### config.mk
export PLATFORM = sky130hd
export DESIGN_NAME = ibt_unit
export DESIGN_NICKNAME = d
export VERILOG_FILES = /design/src/rtl/ibt_pkg.sv /design/src/rtl/ibt_kind_resolve.sv /design/src/rtl/ibt_plain_align.sv /design/src/rtl/ibt_xfer_decode.sv /design/src/rtl/ibt_unit.sv
export SDC_FILE = /design/constraint.sdc
export NUM_CORES = 1
export LEC_CHECK = 0
export BUFFER_PORTS_ARGS = -buffer_cell sky130_fd_sc_hd__buf_4
export CORE_ASPECT_RATIO = 1.5
export CORE_MARGIN = 2
export CORE_UTILIZATION = 43
export DETAILED_ROUTE_END_ITERATION = 8
export PLACE_DENSITY = 0.84
export REMOVE_ABC_BUFFERS = 1
export SLEW_MARGIN = 30
export SYNTH_ARGS = -nofsm -noshare
export SYNTH_HDL_FRONTEND = slang
export SYNTH_HIERARCHICAL = 1
export SYNTH_SLANG_ARGS = --single-unit
### constraint.sdc
create_clock -name vclk -period 2.25
set_input_delay 0.45 -clock vclk [all_inputs]
set_output_delay 0.45 -clock vclk [all_outputs]
set_load 0.02 [all_outputs]
### src/rtl/ibt_pkg.sv
package ibt_pkg;
  typedef enum logic [1:0] {
    BK_PLAIN     = 2'd0,
    BK_XFER      = 2'd1,
    BK_XFER_BASE = 2'd2,
    BK_RSVD      = 2'd3
  } bkind_e;
  localparam int LOW_W = 2;
endpackage

### src/rtl/ibt_kind_resolve.sv
module ibt_kind_resolve
  import ibt_pkg::*;
(
  input  logic [1:0] kind,
  input  logic       compact,
  input  logic       bytecode,
  output logic       do_xfer
);
  bkind_e k;
  always_comb begin
    k = bkind_e'(kind);
    case (k)
      BK_XFER:      do_xfer = 1'b1;
      BK_XFER_BASE: do_xfer = !compact && !bytecode;
      default:      do_xfer = 1'b0;
    endcase
  end

  always_comb begin
    if (kind == 2'd0 || kind == 2'd3)
      assert_plain_kind_R8: assert (!do_xfer);
  end
endmodule

### src/rtl/ibt_plain_align.sv
module ibt_plain_align #(
  parameter int ADDR_W = 32
) (
  input  logic [ADDR_W-1:0] addr_i,
  input  logic              wide,
  input  logic              pend_compact,
  output logic [ADDR_W-1:0] addr_o
);
  localparam logic [ADDR_W-1:0] KEEP_HALF = ~{{(ADDR_W-1){1'b0}}, 1'b1};
  localparam logic [ADDR_W-1:0] KEEP_WORD = ~{{(ADDR_W-2){1'b0}}, 2'b11};

  always_comb begin
    if (wide)              addr_o = addr_i;
    else if (pend_compact) addr_o = addr_i & KEEP_HALF;
    else                   addr_o = addr_i & KEEP_WORD;
  end

  always_comb begin
    if (wide) assert_wide_pass_R1: assert (addr_o == addr_i);
    if (!wide && !pend_compact) assert_word_align_R3: assert (addr_o[1:0] == 2'b00);
  end
endmodule

### src/rtl/ibt_xfer_decode.sv
module ibt_xfer_decode #(
  parameter int ADDR_W = 32
) (
  input  logic [ADDR_W-1:0] addr_i,
  input  logic              ext_sub,
  input  logic              pend_i,
  output logic [ADDR_W-1:0] addr_o,
  output logic              pend_o
);
  localparam int HI = ADDR_W - 1;

  always_comb begin
    addr_o = addr_i;
    pend_o = pend_i;
    if (ext_sub) begin
      addr_o[0] = 1'b0;
    end else begin
      unique case (addr_i[1:0])
        2'b01, 2'b11: begin pend_o = 1'b1; addr_o[0] = 1'b0; end
        2'b00:        pend_o = 1'b0;
        default:      addr_o[1:0] = 2'b00;
      endcase
    end
  end

  always_comb begin
    if (!ext_sub && addr_i[0])
      assert_to_compact_R5: assert (pend_o && !addr_o[0]);
    if (!ext_sub && addr_i[1:0] == 2'b00)
      assert_to_base_R6: assert (!pend_o && addr_o == addr_i);
    if (ext_sub)
      assert_ext_keep_R4: assert (pend_o == pend_i && addr_o[HI:1] == addr_i[HI:1]);
  end
endmodule

### src/rtl/ibt_unit.sv
module ibt_unit #(
  parameter int ADDR_W = 32
) (
  input  logic              tgt_valid,
  output logic              tgt_ready,
  input  logic [ADDR_W-1:0] tgt_addr,
  input  logic [1:0]        kind,
  input  logic              cur_compact,
  input  logic              cur_bytecode,
  input  logic              cur_wide,
  input  logic              pend_compact_i,
  output logic              res_valid,
  input  logic              res_ready,
  output logic [ADDR_W-1:0] res_addr,
  output logic              pend_compact_o
);
  import ibt_pkg::*;
  localparam int HI = ADDR_W - 1;

  logic              do_xfer;
  logic              ext_sub;
  logic [ADDR_W-1:0] plain_addr;
  logic [ADDR_W-1:0] xfer_addr;
  logic              xfer_pend;

  assign ext_sub = cur_compact && cur_bytecode;

  ibt_kind_resolve u_kind (
    .kind     (kind),
    .compact  (cur_compact),
    .bytecode (cur_bytecode),
    .do_xfer  (do_xfer)
  );

  ibt_plain_align #(.ADDR_W(ADDR_W)) u_plain (
    .addr_i       (tgt_addr),
    .wide         (cur_wide),
    .pend_compact (pend_compact_i),
    .addr_o       (plain_addr)
  );

  ibt_xfer_decode #(.ADDR_W(ADDR_W)) u_xfer (
    .addr_i (tgt_addr),
    .ext_sub(ext_sub),
    .pend_i (pend_compact_i),
    .addr_o (xfer_addr),
    .pend_o (xfer_pend)
  );

  always_comb begin
    if (do_xfer) begin
      res_addr       = xfer_addr;
      pend_compact_o = xfer_pend;
    end else begin
      res_addr       = plain_addr;
      pend_compact_o = pend_compact_i;
    end
  end

  assign res_valid = tgt_valid;
  assign tgt_ready = res_ready;

  always_comb begin
    assert_high_bits_R9: assert (res_addr[HI:LOW_W] == tgt_addr[HI:LOW_W]);
    if (!do_xfer)
      assert_plain_pend_R1: assert (pend_compact_o == pend_compact_i);
  end
endmodule

Word level (Yosys, flattened, before mapping)
Cells that the tools add are included.
{"block": "word_totals", "ff_bits": 0, "inputBits": 40, "out_inout_bits": 35, "wordCells": 22}
{"block": "classes", "n_mux": 11, "n_eq_ne": 4, "n_reduce_logical": 7}
{"operator": "1-bit 2-to-1 mux", "count": 6}
{"operator": "2-bit 2-to-1 mux", "count": 3}
{"operator": "2-bit by 1-bit equality test with 1-bit output, second input constant", "count": 2}
{"operator": "2-bit equality test, second input constant", "count": 2}
{"operator": "1-bit case mux with 2 select lines", "count": 2}
{"operator": "3-bit OR reduction", "count": 1}
{"operator": "1-bit logical AND", "count": 2}
{"operator": "1-bit logical NOT", "count": 2}
{"operator": "2-bit logical NOT", "count": 1}
{"operator": "2-bit OR reduction", "count": 1}

Longest topological paths before layout
{"block": "logic_depth", "ltp_word": 5, "depth_mapped": 7, "mapped_depth_nobuf": 5}

Cells and area by module
Netlist, hierarchy kept.
{"mod": "ibt_unit", "instances": 1, "area_each_um2": 576.8, "cells_per_inst": 40}
{"mod": "ibt_xfer_decode", "instances": 1, "area_each_um2": 257.7, "cells_per_inst": 36}
{"mod": "ibt_plain_align", "instances": 1, "area_each_um2": 240.2, "cells_per_inst": 32}
{"mod": "ibt_kind_resolve", "instances": 1, "area_each_um2": 50.0, "cells_per_inst": 7}

Worst setup path before layout
Ideal clock, no wire load.
{"block": "synth_path", "path_kind": "input to output", "startpoint": "input port kind[0]", "endpoint": "output port res_addr[0]", "setup_slack_ns": 0.059, "cell_stages": 7, "path_buffers": 2, "t_arrival_ns": 1.741, "path_cell_list": "inv_1 -> ha_1 -> or3b_1 -> a21oi_1 -> buf_6 -> buf_12 -> mux2_4"}
{"block": "synth_via", "elab_chain_cells": 3, "elab_cells_between_ends": 4}
{"element": "from (decl)", "line_no": "ibt_unit.sv:7", "rtl": "input logic [1:0] kind,"}
{"element": "2-bit equality test / 2-bit by 1-bit equality test with 1-bit output (equally long branches)", "line_no": "ibt_kind_resolve.sv:12", "rtl": "case (k)"}
{"element": "1-bit case mux with 2 select lines (*)", "line_no": "ibt_kind_resolve.sv:12"}
{"element": "net do_xfer", "line_no": "ibt_unit.sv:20", "rtl": "logic do_xfer;"}
{"element": "2-bit 2-to-1 mux (*)", "line_no": "ibt_unit.sv:51", "rtl": "if (do_xfer) begin"}
{"element": "to (decl)", "line_no": "ibt_unit.sv:14", "rtl": "output logic [ADDR_W-1:0] res_addr,"}
Mark *: on every way through the listed nets, which the timed path passes. The rest lies on a longest branch.

Worst setup path after layout
{"block": "layout_path", "startpoint": "input port kind[0]", "endpoint": "output port res_addr[1]"}
Same word-level chain as after synthesis.

==> metrics <==
Setup crit end res_addr[1]; setup ws final -0.205 ns; WL per Instance 12.8 µm; Slew Viols, Final 0; crit start category input pin; area growth from synthesis to layout 28.8%; DR pass1 iterations 2; failing checks negative setup slack; largest net degree at the start of global routing 9; nets@finish 170; Syn Area/Cell 9.78 µm²; final core occ 58.5%; Max Cap Viol 0; max frequency 407 MHz; Hold-fix buffers, CTS 0; status complete, but fails checks; Worst Setup Path Type input pin to output port; I/O pins 75; Final ANT Viol Nets 0; library cells used by synthesis 14; DR iter-0 viols 4; overall routed net length 1920 µm; Arr. time, crit path 2.01 ns; worst setup path start kind[0]; Die Height 66.6 µm; GR Util All Layers 11.8%; number of sequential cells 0; crit path max fanout 8; share of layout cells above drive strength 1 92.1%; Initial Util 45.4%; n_diodes 0; gate count of the mapped netlist 115; crit path time final 2.46 ns; Hold Crit Class input pin to output port; final hold vios 0; PD cells 281 nW/µm²; Port Buffer Count 71; RSZ-0062 raised after global routing yes; vias 667; YS warnings 6; FP Rows 22; initial antenna violation count 0; post-DR vias/cell 4.45; final-layout fill cell count 210; vias in the first global route 668; Die W 45.8 µm; GRT overflow 0; VDD IR max 0.119 mV; DR DRC count 0; die area 3050 µm²; post-route cell area 1450 µm²; fin crit share 109%; Worst EP required 1.80 ns; crit end category output port; Post-Synthesis Cell Area 1120 µm²; Sequential cell area 0 µm²; cell area after placement 1180 µm²; Final setup viols 33; placer congestion estimate 0.708; final-layout clock buffer total 0; first-pass GRT wire length 2790 µm; Leak 0.736 nW; Detailed Place HPWL 1510 µm; Core ar. 2480 µm²; Seq/Total Area, Yosys 0%
[placed cells by master (no fill, tap or decap)]
| master | count |
|---|---|
| o21ai_1 | 2 |
| and2_1 | 1 |
| conb_1 | 1 |
| buf_8 | 2 |
| buf_6 | 34 |
| or3b_4 | 1 |
| buf_16 | 1 |
| mux2_4 | 33 |
| ha_4 | 1 |
| o21a_1 | 2 |
| buf_12 | 4 |
| buf_4 | 37 |
| ha_1 | 1 |
| inv_1 | 3 |
| and2_2 | 1 |
| a21oi_4 | 1 |
| inv_4 | 1 |
[cell type report]
cell class / instances / area, µm² / share of cell area (%)
inverter: 4 / 17.5 / 1.21
timing repair buffer: 78 / 798 / 55.1
tap: 24 / 30.0 / 2.07
multi-input combinational: 44 / 603 / 41.6
[critical path: stages]
cell and delay (ns):
buf_8 0.10, inv_4 0.04, ha_4 0.10, or3b_4 0.37
a21oi_4 0.18, buf_6 0.16, buf_8 0.15, mux2_4 0.31
buf_6 0.13
[per-layer routing]
layer | share of wire, % | up-vias | global-route usage [%]
met1 | 28 | 298 | 10.6
met5 | 0 | - | 0
li1 | - | 335 | -
met2 | 66 | 34 | 26.9
met4 | 0 | 0 | 0.714
met3 | 6.1 | 0 | 0.542
[cell families after synthesis]
group,after synthesis,synth area share (%)
buffers and inverters,71,49.7
muxes,33,43.0
AOI/OAI and AO/OA,5,2.67
and+or+nand+nor,3,2.00
adders and majority gates,2,2.22
other,1,0.333
[Yosys cell counts (all sizes together)]
| master | instances | area [µm²] |
|---|---|---|
| and2 | 2 | 13.8 |
| ha | 2 | 25.0 |
| a21oi | 1 | 5.00 |
| or3b | 1 | 8.76 |
| o21a | 2 | 15.0 |
| mux2 | 33 | 484 |
| inv | 4 | 15.0 |
| conb | 1 | 3.75 |
| o21ai | 2 | 10.0 |
| buf | 67 | 544 |
[how the worst min path moves through the flow]
stage | start | end | slack, ns | cells after the start
floorplan | tgt_valid | res_valid | 0.90 | 0
global placement | tgt_valid | res_valid | 0.90 | 0
detailed placement | tgt_valid | res_valid | 0.90 | 0
CTS | tgt_valid | res_valid | 0.90 | 0
global route | tgt_valid | res_valid | 0.90 | 0
finish | res_ready | tgt_ready | 0.90 | 0
[per-stage QoR]
| stage | hold WS, ns | setup TNS, ns | std cells | power [mW] | setup WS [ns] |
|---|---|---|---|---|---|
| 6_report | 0.900 | -5.48 | 150 | 0.407 | -0.205 |
| 5_1_grt | 0.900 | -6.70 | 150 | 0.429 | -0.243 |
| 4_1_cts | 0.900 | -6.74 | 152 | 0.425 | -0.229 |
| 3_5_place_dp | 0.900 | -8.00 | 145 | 0.332 | -0.283 |
| 3_3_place_gp | 0.900 | -6.88 | 145 | 0.324 | -0.248 |
| 2_1_floorplan | 0.900 | -71.82 | 48 | 0.189 | -2.25 |
[repair_timing]
| action | in CTS | in global routing |
|---|---|---|
| cloned | 3 | 0 |
| setup buffers | 4 | 0 |
| setup endpoints to repair | 33 | 33 |
| gates resized for setup | 48 | 1 |
| pin swaps | 2 | 0 |
[report_power, final]
part / leakage, nW / switching, mW / internal [mW] / total, mW
registers: 0 / 0 / 0 / 0
clock network: 0 / 0 / 0 / 0
logic: 0.736 / 0.158 / 0.249 / 0.407
Power figures use the tool's default switching activity.
